`src/rtl/pirq_router_pkg.sv`:
```
package pirq_router_pkg;
  localparam int unsigned RT_W       = 8;
  localparam int unsigned RT_DIS_BIT = 7;
  localparam int unsigned RT_TGT_W   = 5;
  localparam int unsigned SEL_W      = 3;
  localparam int unsigned SCI_GSI_W  = 5;

  localparam logic [RT_W-1:0] RT_RESET = 8'h80;

  typedef struct packed {
    logic                 valid;
    logic [SCI_GSI_W-1:0] gsi;
  } sci_pin_t;

  function automatic sci_pin_t sci_decode(input logic [SEL_W-1:0] code);
    sci_pin_t r;
    r = '{valid: 1'b1, gsi: '0};
    unique case (code)
      3'd0:    r.gsi = 5'd9;
      3'd1:    r.gsi = 5'd10;
      3'd2:    r.gsi = 5'd11;
      3'd4:    r.gsi = 5'd20;
      3'd5:    r.gsi = 5'd21;
      default: r.valid = 1'b0;
    endcase
    return r;
  endfunction
endpackage

```
`src/rtl/pirq_route_regs.sv`:
```
module pirq_route_regs
  import pirq_router_pkg::*;
#(
  parameter int unsigned NUM_PIRQ = 8,
  localparam int unsigned IDX_W = $clog2(NUM_PIRQ)
) (
  input  logic                           clk_i,
  input  logic                           rst_ni,
  input  logic                           we_i,
  input  logic [IDX_W-1:0]               idx_i,
  input  logic [RT_W-1:0]                wdata_i,
  output logic [NUM_PIRQ-1:0][RT_W-1:0]  route_o
);
  for (genvar n = 0; n < NUM_PIRQ; n++) begin : g_rt
    logic hit;
    assign hit = we_i && (idx_i == IDX_W'(n));
    always_ff @(posedge clk_i or negedge rst_ni) begin
      if (!rst_ni)  route_o[n] <= RT_RESET;
      else if (hit) route_o[n] <= wdata_i;
    end
  end
endmodule

```
`src/rtl/pirq_pic_merge.sv`:
```
module pirq_pic_merge
  import pirq_router_pkg::*;
#(
  parameter int unsigned NUM_PIRQ = 8,
  parameter int unsigned NUM_PIC  = 16
) (
  input  logic [NUM_PIRQ-1:0]            pirq_i,
  input  logic [NUM_PIRQ-1:0][RT_W-1:0]  route_i,
  output logic [NUM_PIC-1:0]             pic_o
);
  logic [NUM_PIRQ-1:0] en;
  for (genvar n = 0; n < NUM_PIRQ; n++) begin : g_en
    // out-of-range targets never match a legacy pin
    assign en[n] = pirq_i[n] && !route_i[n][RT_DIS_BIT];
  end

  for (genvar k = 0; k < NUM_PIC; k++) begin : g_pin
    always_comb begin
      pic_o[k] = 1'b0;
      for (int n = 0; n < NUM_PIRQ; n++) begin
        if (en[n] && (route_i[n][RT_TGT_W-1:0] == RT_TGT_W'(k))) pic_o[k] = 1'b1;
      end
    end
  end
endmodule

```
`src/rtl/pirq_sci_steer.sv`:
```
module pirq_sci_steer
  import pirq_router_pkg::*;
#(
  parameter int unsigned NUM_GSI = 24
) (
  input  logic               clk_i,
  input  logic               rst_ni,
  input  logic               sci_i,
  input  logic               sel_we_i,
  input  logic [SEL_W-1:0]   sel_i,
  output logic [NUM_GSI-1:0] sci_vec_o,
  output logic [SEL_W-1:0]   sel_o,
  output logic               gap_o
);
  logic [SEL_W-1:0] sel_q;
  logic             gap_q;
  sci_pin_t         pin;

  always_ff @(posedge clk_i or negedge rst_ni) begin
    if (!rst_ni) begin
      sel_q <= '0;
      gap_q <= 1'b0;
    end else begin
      if (sel_we_i) sel_q <= sel_i;
      // one blank cycle when a live SCI moves
      gap_q <= sel_we_i && (sel_i != sel_q) && sci_i;
    end
  end

  assign pin = sci_decode(sel_q);

  always_comb begin
    sci_vec_o = '0;
    if (sci_i && !gap_q && pin.valid && (32'(pin.gsi) < NUM_GSI))
      sci_vec_o[pin.gsi] = 1'b1;
  end

  assign sel_o = sel_q;
  assign gap_o = gap_q;
endmodule

```
`src/rtl/pirq_router.sv`:
```
module pirq_router
  import pirq_router_pkg::*;
#(
  parameter int unsigned NUM_PIRQ = 8,
  parameter int unsigned NUM_PIC  = 16,
  localparam int unsigned NUM_GSI = NUM_PIC + NUM_PIRQ,
  localparam int unsigned IDX_W   = $clog2(NUM_PIRQ),
  localparam int unsigned GSI_W   = $clog2(NUM_GSI)
) (
  input  logic                clk_i,
  input  logic                rst_ni,
  input  logic [NUM_PIRQ-1:0] pirq_i,
  input  logic                sci_i,
  input  logic                rt_we_i,
  input  logic [IDX_W-1:0]    rt_idx_i,
  input  logic [RT_W-1:0]     rt_wdata_i,
  input  logic                sci_sel_we_i,
  input  logic [SEL_W-1:0]    sci_sel_i,
  input  logic [IDX_W-1:0]    qry_idx_i,
  output logic                qry_en_o,
  output logic [GSI_W-1:0]    qry_irq_o,
  output logic [NUM_GSI-1:0]  gsi_o
);
  logic [NUM_PIRQ-1:0][RT_W-1:0] route_q;
  logic [NUM_PIC-1:0]            pic_lvl;
  logic [NUM_GSI-1:0]            sci_vec;
  logic [SEL_W-1:0]              sci_sel;
  logic                          sci_gap;
  logic [NUM_GSI-1:0]            gsi_d;
  logic [RT_W-1:0]               qry_rt;

  pirq_route_regs #(.NUM_PIRQ(NUM_PIRQ)) u_regs (
    .clk_i   (clk_i),
    .rst_ni  (rst_ni),
    .we_i    (rt_we_i),
    .idx_i   (rt_idx_i),
    .wdata_i (rt_wdata_i),
    .route_o (route_q)
  );

  pirq_pic_merge #(.NUM_PIRQ(NUM_PIRQ), .NUM_PIC(NUM_PIC)) u_merge (
    .pirq_i  (pirq_i),
    .route_i (route_q),
    .pic_o   (pic_lvl)
  );

  pirq_sci_steer #(.NUM_GSI(NUM_GSI)) u_sci (
    .clk_i     (clk_i),
    .rst_ni    (rst_ni),
    .sci_i     (sci_i),
    .sel_we_i  (sci_sel_we_i),
    .sel_i     (sci_sel_i),
    .sci_vec_o (sci_vec),
    .sel_o     (sci_sel),
    .gap_o     (sci_gap)
  );

  assign gsi_d = {pirq_i, pic_lvl} | sci_vec;

  always_ff @(posedge clk_i or negedge rst_ni) begin
    if (!rst_ni) gsi_o <= '0;
    else         gsi_o <= gsi_d;
  end

  assign qry_rt = route_q[qry_idx_i];

  always_comb begin
    if (qry_rt[RT_DIS_BIT]) begin
      qry_en_o  = 1'b1;
      qry_irq_o = GSI_W'(NUM_PIC) + GSI_W'(qry_idx_i);
    end else if (32'(qry_rt[RT_TGT_W-1:0]) < NUM_PIC) begin
      qry_en_o  = 1'b1;
      qry_irq_o = GSI_W'(qry_rt[RT_TGT_W-1:0]);
    end else begin
      qry_en_o  = 1'b0;
      qry_irq_o = '0;
    end
  end
endmodule

```
`config.mk`:
```
export PLATFORM = sky130hd
export DESIGN_NAME = pirq_router
export DESIGN_NICKNAME = d
export VERILOG_FILES = /design/src/rtl/pirq_router_pkg.sv /design/src/rtl/pirq_route_regs.sv /design/src/rtl/pirq_pic_merge.sv /design/src/rtl/pirq_sci_steer.sv /design/src/rtl/pirq_router.sv
export SDC_FILE = /design/constraint.sdc
export NUM_CORES = 1
export LEC_CHECK = 0
export ABC_AREA = 1
export CAP_MARGIN = 25
export CORE_MARGIN = 4
export CORE_UTILIZATION = 55
export DETAILED_ROUTE_END_ITERATION = 6
export GPL_TIMING_DRIVEN = 0
export PLACE_DENSITY = 0.8
export SKIP_LAST_GASP = 1
export SLEW_MARGIN = 20
export SYNTH_ARGS = -nofsm -noshare
export SYNTH_HDL_FRONTEND = slang
export SYNTH_SLANG_ARGS = --single-unit
```
`constraint.sdc`:
```
create_clock -name clk_i -period 1.5 [get_ports clk_i]
set_input_delay 0.15 -clock clk_i [delete_from_list [all_inputs] [get_ports clk_i]]
set_output_delay 0.15 -clock clk_i [all_outputs]
set_load 0.1 [all_outputs]
```
# Word level (Yosys, flattened, before mapping)

Cells that the tools add are included.

Multiplexer cells: 139
$lt $le $gt $ge: 5
Bitwise logic cells: 1
Eq/ne operators: 132
Reduce and logical (&&, ||, !) cells: 170
Add/sub/neg operators: 1

Operator list:

| operator                                                          | number |
|---|---|
| equality test 5 x 4 -> 1 bit, second input constant               | 64 |
| equality test 5 x 3 -> 1 bit, second input constant               | 32 |
| logical AND 1 bit                                                 | 150 |
| 2-to-1 mux 1 bit                                                  | 132 |
| equality test 5 x 2 -> 1 bit, second input constant               | 16 |
| equality test 5 x 1 -> 1 bit, second input constant               | 8 |
| zero test 5 bit                                                   | 8 |
| one-hot mux 5 bit (5 select lines)                                | 1 |
| binary-select mux 8 bit (select 3 bit)                            | 1 |
| 2-to-1 mux 24 bit                                                 | 1 |
| OR 24 bit                                                         | 1 |
| equality test 3 bit, second input constant                        | 6 |
| less-than comparator 5 bit, second input constant                 | 2 |
| 2-to-1 mux 5 bit                                                  | 2 |
| equality test 3 x 2 -> 1 bit, second input constant               | 3 |
| zero test 1 bit                                                   | 9 |
| 2-to-1 mux 8 bit                                                  | 1 |
| equality test 3 x 1 -> 1 bit, second input constant               | 2 |
| zero test 3 bit                                                   | 2 |
| less-than comparator 5 x 6 -> 1 bit, second input constant        | 1 |
| adder 5 x 3 -> 5 bit, first input constant                        | 1 |
| demux 1 bit (select 5 bit)                                        | 1 |
| greater-or-equal comparator 5 x 1 -> 1 bit, second input constant | 1 |
| OR reduction 5 bit                                                | 1 |
| other kinds (2)                                                   | 2 |

Bits of input ports: 30
Word-level logic and storage cells: 459
Output and inout bits: 30
Flip-flop bits (word level): 92

# Depth between registers and ports, before layout

Gate-level depths: netlist (run 1).

Word-level depth: 12
Depth in mapped cells: 9
Gate-level depth less buffers: 9

# By module

Synthesis (run 1) repeated with hierarchy kept, for this count alone.

Cells, all modules: 1042
Area total of the unflattened synthesis: 6481.2 um^2

By module, submodules not included:

| module          | cells an instance | area an instance (um^2) | instances | seq. area each (um^2) |
|---|---|---|---|---|
| pirq_route_regs | 295               | 2678.8                  | 1         | 1611.5 |
| pirq_pic_merge  | 486               | 1985.7                  | 1         | 0.0 |
| pirq_router     | 201               | 1423.9                  | 1         | 600.6 |
| pirq_sci_steer  | 60                | 392.9                   | 1         | 100.1 |

# Worst setup path before layout (run 1)

OpenSTA, ideal clock, no wires.

Path kind: register to output
From: register u_regs.route_o[63] (netlist bit)
To: output port qry_irq_o[3]
Path buffers: 0
Required time: 1350 ps
Arrival time: 2207 ps
Setup slack: -857 ps
Stages on the path, launching flop included: 8
Cell sequence: dfstp_2 inv_1 nand2_1 nand3_1 nand2_1 nand2_2 nand2_4 nor2_1

Word-level cells in the longest chain between the ends: 3

Ends and longest elaborated chain:

| item                                   | RTL line              | RTL |
|---|---|---|
| start, declared                        | pirq_route_regs.sv:12 | `output logic [NUM_PIRQ-1:0][RT_W-1:0] route_o` |
| start signal, assigned by index        | pirq_route_regs.sv:19 | `else if (hit) route_o[n] <= wdata_i;` |
| binary-select mux 8 bit (select 3 bit) | pirq_router.sv:65     | `assign qry_rt = route_q[qry_idx_i];` |
| 2-to-1 mux 8 bit (implied by the code) | pirq_router.sv:65     |  |
| 2-to-1 mux 5 bit                       | pirq_router.sv:68     | `if (qry_rt[RT_DIS_BIT]) begin` |
| end, declared                          | pirq_router.sv:21     | `output logic [GSI_W-1:0] qry_irq_o,` |

No other way between the ends. The select of a mux whose other input is x is not followed.

# Worst setup path after layout (run 1)

From: register u_regs.route_o[39] (netlist bit)
To: output port qry_irq_o[2]

Same word-level chain as after synthesis.

==> impl_metrics.tcl, run 1 <==
set metrics [dict create \
    cp_top_family "simple AND/OR/NAND/NOR gates" \
    rsz0062_at_grt "true" \
    synthMuxAreaShare_pct 0 \
    fin_setup_tns_ps -3360 \
    setup_viol 18 \
    dieHeight_um 99.7 \
    cts_htree_levels 3 \
    path_cells "inv_1 > nand2_2 > nand3_2 > nand2_2 > nand2_4 > nand2_8 > inv_8 > nand3_4 > nand2_8 > buf_12" \
    fin_crit_sh_pct 135 \
    violations "negative setup slack" \
    drtIter0Drc 576 \
    ys_seq_elements 76 \
    max-cap-violations 0 \
    synthDistinctLibCells 29 \
    grt_pass1_wl_mm 27.1 \
    core_area_um2 8180 \
    drt_first_pass_iters 6 \
    synth_xor_area_share_pct 0.568 \
    drc 0 \
    leakage_nw 2.94 \
    drtAntennaViolNets 0 \
    layout-drive-gt1-share_pct 17.4 \
    grt.overflow.total 0 \
    synth_fa_ha_area_share_pct 0 \
    grt_max_degree 56 \
    path_class "reg -> out" \
    start_util_pct 56.5 \
    tightest_slew_ps 553 \
    synth_top_cell_by_area "dfrtp_1" \
    holdWs_ps 211 \
    slew_violations 0 \
    drt-total-wl_mm 18.5 \
    grt_pass1_vias 5202 \
    powerDensity_nw_per_um2 1330 \
    numPortBuffers 57 \
    dieArea_um2 9930 \
    cp.arrival_ps 1880 \
    hold_violations 0 \
    worstHoldPathType "in -> async" \
    io_pins 60 \
    viasPerCell 6.14 \
    slew_headroom_pct 63.3 \
    synth-simple-area-share_pct 37.1 \
    area_growth_pct 31.2 \
    r2r_slack_ps -90 \
    gp_congestion 1.02 \
    slowest_delay_ps 570 \
    die_width_um 99.7 \
    clkLatencyLatePin_ps 370 \
    synthCells 711 \
    cts_root_buf "clkbuf_8" \
    syn_area_per_cell_um2 6.50 \
    yosysTopAreaCellShare_pct 36.8 \
    syn_area_um2 4620 \
    total_power_mw 8.08 \
    required_ps 1350 \
    yosys_warnings 0 \
    num_antenna_cells 0 \
    clockBufferDepth 2 \
    skew_ps 22.9 \
    cts.reportedPaths.clkPinSlew_ps 90 \
    max_freq_mhz 494 \
    worst_ir_drop_vdd_mv 1.00 \
    slowest_stage "dfstp_2" \
    drt-wirelength-per-cell_um 20.4 \
    path_buf_inv 3 \
    end_kind "output pin" \
    synth_compound_area_share_pct 11.4 \
    grt_usage_pct 35.7 \
    syn_nets 741 \
    hpwl_mm 12.5 \
    period_minus_slack_ps 2030 \
    synth_area_leaders "dfrtp_1, nand2_1, o21ai_0" \
    nNetsFinal 824 \
    antenna_found_initial 0 \
    critPathLaunchType "flip-flop" \
    row_count 33 \
    path_max_fanout 5 \
    vias 5550 \
    synth_top_family_by_area "simple AND/OR/NAND/NOR gates" \
    synth_seq_area_share_pct 41.4 \
    setup_ws_ps -525 \
    clock_sinks 76 \
    cts-buffers-inserted 9 \
    status "finished with violations" \
    cts_tree "built" \
]
metal layers:
| metal | global-route usage [%] | routed length, µm |
|---|---|---|
| met1 | 45.4 | 6560 |
| met2 | 58.3 | 8450 |
| met3 | 7.15 | 2170 |
| met4 | 17.0 | 1270 |
| met5 | 0 | 0 |
report_power, final:
| part | switching (mW) | internal [mW] |
|---|---|---|
| Sequential | 0.376 | 2.44 |
| Combinational | 2.52 | 0.898 |
| Clock | 0.896 | 0.954 |
| Total | 3.79 | 4.29 |
timing repair:
action | in CTS | in global routing
gates resized for setup | 141 | 36
endpoints found under the setup margin | 39 | 25
pin swaps | 9 | 9
buffers inserted | 9 | 4
hold endpoints to repair | 21 | 0
hold buffers | 1 | 0
cloned | 0 | 0
cell usage after synthesis:
master and instances:
nand2_1 251, dfstp_2 8, nor2_2 1, a21oi_1 9
nor2_1 97, o211ai_1 3, o21ai_1 1, nor4_1 1
o31ai_1 1, o21ai_0 76, nand3_1 52, o21a_1 1
o21bai_1 2, nand4_1 6, nor3b_1 1, nand2_4 1
xnor2_1 3, o211ai_2 1, inv_1 88, nand2_2 1
inv_2 4, dfrtp_1 68, clkbuf_1 8, buf_4 1
o22ai_1 5, buf_6 4, nor3_1 13, nand3b_1 1
buf_2 3
worst paths after layout:
kind / start / to / cells past startpoint
max: u_regs.route_o[39] / qry_irq_o[2] / 10
min: rst_ni / u_sci.sel_o[1] / 2
max reg2reg: u_regs.route_o[7] / gsi_o[12] / 8
min reg2reg: u_regs.route_o[23] / u_regs.route_o[23] / 2
max in group asynchronous: rst_ni / u_regs.route_o[23] / 3
min in group clk_i: pirq_i[0] / gsi_o[16] / 1
registers in the layout, summed over array words and instances, names as in the netlist:
name and cells:
u_regs.route_o 48, gsi_o 24, u_sci.sel_o 3, u_sci.gap_o 1
layout by cell type, fill, tap and decap left out, drive strengths merged:
cell type / count
a21oi: 9
nor3b: 1
dfrtp: 68
nand3b: 1
dlygate4sd2: 3
bufinv: 2
nor3: 13
nor4: 1
clkinv: 1
inv: 94
buf: 29
clkdlybuf4s15: 24
clkbuf: 18
o21ai: 77
nand3: 52
dlygate4sd3: 1
o21a: 1
dfstp: 8
xnor2: 3
o21bai: 2
nand4: 6
o31ai: 1
clkdlybuf4s50: 23
nand2: 253
o211ai: 4
clkinvlp: 1
o22ai: 5
nor2: 98
kinds of logic (layout without fill, tap and decap cells):
logic type / count (synthesis) / in the layout
XOR/XNOR: 3 / 3
AND/OR/NAND/NOR: 425 / 425
flip-flops: 76 / 76
buffers and inverters: 108 / 196
AO/OA/AOI/OAI: 99 / 99
layout make-up:
class | instances | area [µm²]
Inverter | 92 | 355
Sequential cell | 76 | 1910
Clock inverter | 6 | 93.8
Buffer | 16 | 97.6
Multi-Input combinational cell | 527 | 2570
Clock buffer | 10 | 128
Tap cell | 105 | 131
Timing Repair Buffer | 72 | 777
Fill cell | 609 | 2110
through the flow:
stage	worst slack, ps	cells	area (µm²)	utilization (%)
global route	-603	904	6060	74.2
global placement	-2150	873	5470	67.0
finish	-525	904	6060	74.2
floorplan	-65.5	711	4770	-
detailed placement	-1410	874	5500	67.3
CTS	-361	900	5910	72.3
worst register-to-register path, stage by stage (launching register included):
cell,delay [ps]
dfstp_2,570
nor2_1,60
nand2_2,180
buf_4,170
nor2_4,40
nand2_1,60
o21ai_0,160
nor2_1,150
nand2_1,80
No activity file was read; power rests on OpenSTA's default activity.
==> run 2, diff against run 1 <==
--- a/config.mk
+++ b/config.mk
@@ -12,6 +12,7 @@
 export DETAILED_ROUTE_END_ITERATION = 6
 export GPL_TIMING_DRIVEN = 0
 export PLACE_DENSITY = 0.8
+export RECOVER_POWER = 25
 export SKIP_LAST_GASP = 1
 export SLEW_MARGIN = 20
 export SYNTH_ARGS = -nofsm -noshare
==> impl_metrics.tcl, run 2 (synthesis gave the netlist of run 1 again) <==
set metrics [dict create \
    slowest_stage "dfrtp_1" \
    num-fill-cells 613 \
    cts-buffers-inserted 9 \
    grt_max_degree 56 \
    fin_crit_sh_pct 134 \
    grt_pass1_vias 5202 \
    worstReg2RegEnd "gsi_o[12]" \
    status "finished with violations" \
    setup_ws_ps -517 \
    rsz0062_at_grt "true" \
    clock_sinks 76 \
    design_area_um2 6040 \
    required_ps 1350 \
    drtAntennaViolNets 0 \
    final_cell_mix "nand2_1, inv_1, nor2_1" \
    period_minus_slack_ps 2020 \
    io_pins 60 \
    slew_violations 0 \
    dieArea_um2 9930 \
    r2r_start "u_regs.route_o[20]" \
    worst_ir_drop_vdd_mv 0.996 \
    cp.arrival_ps 1870 \
    vias 5556 \
    dp_slack_ps -1410 \
    largest-register "u_regs.route_o" \
    area_growth_pct 30.8 \
    drt_first_pass_iters 7 \
    largest_reg_flops 48 \
    nNetsFinal 824 \
    place_area_um2 5500 \
    hold_violations 0 \
    path_max_fanout 4 \
    path_cells "inv_1 > nand2_1 > nand3_1 > nand3_4 > nand2_4 > nand2_2 > nor2_4 > buf_12" \
    num_antenna_cells 0 \
    numPortBuffers 57 \
    slew_headroom_pct 62.3 \
    end_kind "output pin" \
    drt-total-wl_mm 18.4 \
    drtIter0Drc 573 \
    max_freq_mhz 496 \
    cp_top_family "simple AND/OR/NAND/NOR gates" \
    leakage_nw 2.93 \
    clkLatencyLatePin_ps 370 \
    layout-drive-gt1-share_pct 17.4 \
    viasPerCell 6.15 \
    path_depth 8 \
    drc 1 \
    violations "design-rule violations, negative setup slack" \
    r2r_slack_ps -100 \
    skew_ps 23.5 \
    fin_setup_tns_ps -3280 \
    grt_pass1_wl_mm 27.1 \
    cts_root_buf "clkbuf_8" \
    hpwl_mm 12.5 \
    setup.worst_path.end "qry_irq_o[3]" \
    powerDensity_nw_per_um2 1330 \
    final_common_cell "nand2_1" \
    setup_viol 16 \
    cts.reportedPaths.clkPinSlew_ps 100 \
    antenna_found_initial 0 \
    critPathLaunchType "flip-flop" \
    start_util_pct 56.5 \
    dieHeight_um 99.7 \
    cts_tree "built" \
    r2r_cells 5 \
    core_area_um2 8180 \
    grt.overflow.total 0 \
    clockBufferDepth 2 \
    slowest_delay_ps 430 \
    drt-wirelength-per-cell_um 20.3 \
    tightest_slew_ps 565 \
    die_width_um 99.7 \
    worstHoldPathType "in -> async" \
    crit_start "u_regs.route_o[28]" \
    row_count 33 \
    grt_usage_pct 35.7 \
    path_class "reg -> out" \
    path_buf_inv 2 \
    gp_congestion 1.02 \
    cts_htree_levels 3 \
    max-cap-violations 0 \
]
==> run 2: changes by cell type in the layout (fill, tap and decap cells not counted), sizes merged <==
cell | before | now
dlygate4sd3 | 1 | 7
clkdlybuf4s50 | 23 | 17
buf | 29 | 28
clkbuf | 18 | 19
==> run 2: worst min-delay path by stage <==
stage | from | cells past startpoint | slack (ps) | to
after floorplan | rst_ni | 0 | -150 | gsi_o[0]
after global placement | u_regs.route_o[52] | 2 | 470 | u_regs.route_o[52]
after detailed placement | rst_ni | 1 | 70 | u_sci.sel_o[1]
after CTS | rst_ni | 2 | 220 | u_sci.sel_o[1]
after global routing | rst_ni | 2 | 340 | u_sci.gap_o
final | rst_ni | 2 | 300 | u_sci.sel_o[1]
==> run 2: repair_timing <==
action                                 CTS  global route
resized for setup                      141            36
setup endpoints to repair               39            25
buffers inserted                         9             4
hold buffers                             1             0
endpoints found under the hold margin   21             0
pin swaps                                9             9
==> run 2: power by group <==
part / switching (mW) / total, mW / leakage, nW / internal, mW
registers: 0.368 / 2.80 / 0.941 / 2.44
clock network: 0.894 / 1.85 / 0.107 / 0.954
logic: 2.51 / 3.40 / 1.88 / 0.889
==> run 2: final cells by class <==
class                           instances  area (µm²)  share of cell area, %
Clock inverter                          6        93.8                   1.55
Buffer                                 16        97.6                   1.61
Tap cell                              105         131                   2.17
Timing Repair Buffer                   72         758                   12.5
Clock buffer                           10         128                   2.11
Multi-Input combinational cell        527        2570                   42.5
Sequential cell                        76        1910                   31.6
Inverter                               92         355                   5.88
==> run 2: layer usage <==
metal	GRT usage, %	up-vias	routed length (µm)
li1	-	2408	-
met1	45.4	2560	6750
met2	58.3	457	8410
met3	7.15	131	1990
met4	17.0	0	1230
met5	0	-	0
==> run 2: metrics by stage <==
step	util, %	hold slack (ps)	cells	total power [mW]
floorplan	-	-146	711	4.90
global placement	67.0	471	873	5.73
detailed placement	67.3	68.2	874	5.81
CTS	72.3	223	900	7.72
global route	73.9	337	904	8.37
finish	73.9	298	904	8.05
==> run 2: worst register-to-register path, stage by stage, from the launching register on <==
cell,delay [ps]
dfrtp_1,410
nor2_1,250
nand4_1,260
o21ai_0,400
nor2_1,100
nand2_1,90
==> run 3, diff against run 2 <==
--- a/config.mk
+++ b/config.mk
@@ -6,8 +6,9 @@
 export NUM_CORES = 1
 export LEC_CHECK = 0
 export ABC_AREA = 1
+export ABC_CLOCK_PERIOD_IN_PS = 1500
 export CAP_MARGIN = 25
-export CORE_MARGIN = 4
+export CORE_MARGIN = 1
 export CORE_UTILIZATION = 55
 export DETAILED_ROUTE_END_ITERATION = 6
 export GPL_TIMING_DRIVEN = 0
==> impl_metrics.tcl, run 3 (synthesis gave the netlist of run 1 again) <==
set metrics [dict create \
    violations "design-rule violations, negative setup slack" \
    grt_pass1_vias 5354 \
    status "finished with violations" \
    hpwl_mm 12.8 \
    final_cell_mix "nand2_1, inv_1, nor2_1" \
    drt-wirelength-per-cell_um 21.7 \
    dp_slack_ps -1490 \
    hold_depth 3 \
    r2r_slack_ps -30 \
    r2r_cells 7 \
    cts_root_buf "clkbuf_8" \
    required_ps 1350 \
    fin_crit_sh_pct 140 \
    tightest_slew_ps 907 \
    largest-register "u_regs.route_o" \
    holdWs_ps 353 \
    clock_sinks 76 \
    die_width_um 93.7 \
    powerDensity_nw_per_um2 1370 \
    hold_start "sci_i" \
    worstHoldPathType "in -> reg" \
    layout-drive-gt1-share_pct 17.7 \
    dieHeight_um 93.7 \
    max_freq_mhz 478 \
    setup_viol 30 \
    viasPerCell 6.31 \
    num_antenna_cells 0 \
    dieArea_um2 8770 \
    slew_headroom_pct 39.5 \
    start_util_pct 56.5 \
    final_common_cell "nand2_1" \
    grt_usage_pct 44.8 \
    r2r_start "u_regs.route_o[52]" \
    path_max_fanout 5 \
    drt_first_pass_iters 7 \
    drc 6 \
    clkLatencyLatePin_ps 370 \
    numPortBuffers 57 \
    leakage_nw 2.96 \
    critPathLaunchType "flip-flop" \
    core_area_um2 8180 \
    largest_reg_flops 48 \
    grt.overflow.total 0 \
    worst_ir_drop_vdd_mv 0.861 \
    slew_violations 0 \
    row_count 33 \
    vias 5696 \
    skew_ps 20.6 \
    end_kind "output pin" \
    grt_max_degree 43 \
    worstReg2RegEnd "gsi_o[13]" \
    setup_ws_ps -593 \
    grt_pass1_wl_mm 28.6 \
    path_class "reg -> out" \
    cp.arrival_ps 1940 \
    clockBufferDepth 2 \
    cts-buffers-inserted 9 \
    gp_congestion 1.02 \
    cts_tree "built" \
    max-cap-violations 0 \
    antenna_found_initial 0 \
    cts_htree_levels 3 \
    worst_hold_path.endpoint "u_sci.gap_o" \
    drt-total-wl_mm 19.5 \
    cts.reportedPaths.clkPinSlew_ps 100 \
    drtAntennaViolNets 0 \
    nNetsFinal 822 \
    drtIter0Drc 816 \
    total_power_mw 8.39 \
    rsz0062_at_grt "true" \
    io_pins 60 \
    hold_violations 0 \
    area_growth_pct 32.2 \
    period_minus_slack_ps 2090 \
]
[run 3: cell count changes in the layout (fill, tap and decap cells not counted), sizes merged]
| cell | change |
|---|---|
| bufinv | +1 |
| clkinvlp | -1 |
| buf | -2 |
[run 3: timing repair]
item,CTS,global route
endpoints found under the setup margin,37,44
buffers inserted,8,3
endpoints found under the hold margin,32,0
hold buffers,1,0
pin swaps,7,9
gates resized for setup,141,51
[run 3: worst max-delay path, stage by stage (launching register included)]
cell     delay (ps)
dfstp_2         590
inv_2            60
nand2_2         100
nand3_2         100
nand2_2         110
nand2_4          80
nand2_8         150
inv_8            60
nand3_4          80
nand2_8          70
buf_12          160
[run 3: report_power, final]
part           leakage, nW  switching [mW]  internal [mW]  total [mW]
Combinational         1.90            2.57          0.913        3.48
Clock                0.123           0.943           1.13        2.07
Sequential           0.941           0.403           2.44        2.84
[run 3: worst max path at each step]
stage,start,to,slack (ps)
2_1_floorplan,u_regs.route_o[63],qry_irq_o[3],-70
3_3_place_gp,rst_ni,u_regs.route_o[20],-2150
3_5_place_dp,qry_idx_i[2],qry_irq_o[2],-1490
4_1_cts,u_regs.route_o[39],qry_irq_o[0],-380
5_1_grt,u_regs.route_o[43],qry_irq_o[3],-580
6_report,u_regs.route_o[55],qry_irq_o[1],-590
[run 3: final cells by class]
cell class / count / area (µm²)
buffer: 16 / 101
clock buffer: 10 / 128
clock inverter: 6 / 119
fill: 582 / 2070
inverter: 92 / 353
multi-input combinational: 527 / 2590
sequential: 76 / 1910
tap: 105 / 131
timing repair buffer: 70 / 777
[run 3: metal layers]
| metal | global-route usage (%) | vias to the layer above | routed length (µm) |
|---|---|---|---|
| met5 | 0 | - | 0 |
| met4 | 29.1 | 0 | 1640 |
| met3 | 9.14 | 194 | 2370 |
| met2 | 72.3 | 550 | 8650 |
| met1 | 54.4 | 2550 | 6880 |
| li1 | - | 2402 | - |
[run 3: through the flow]
stage	area [µm²]	std cells	utilization [%]	setup TNS [ps]
floorplan	4770	711	-	-218
global placement	5470	873	67.0	-168030
detailed placement	5490	874	67.2	-15900
CTS	5940	899	72.6	-2230
global route	6110	902	74.7	-5320
finish	6110	902	74.7	-4830
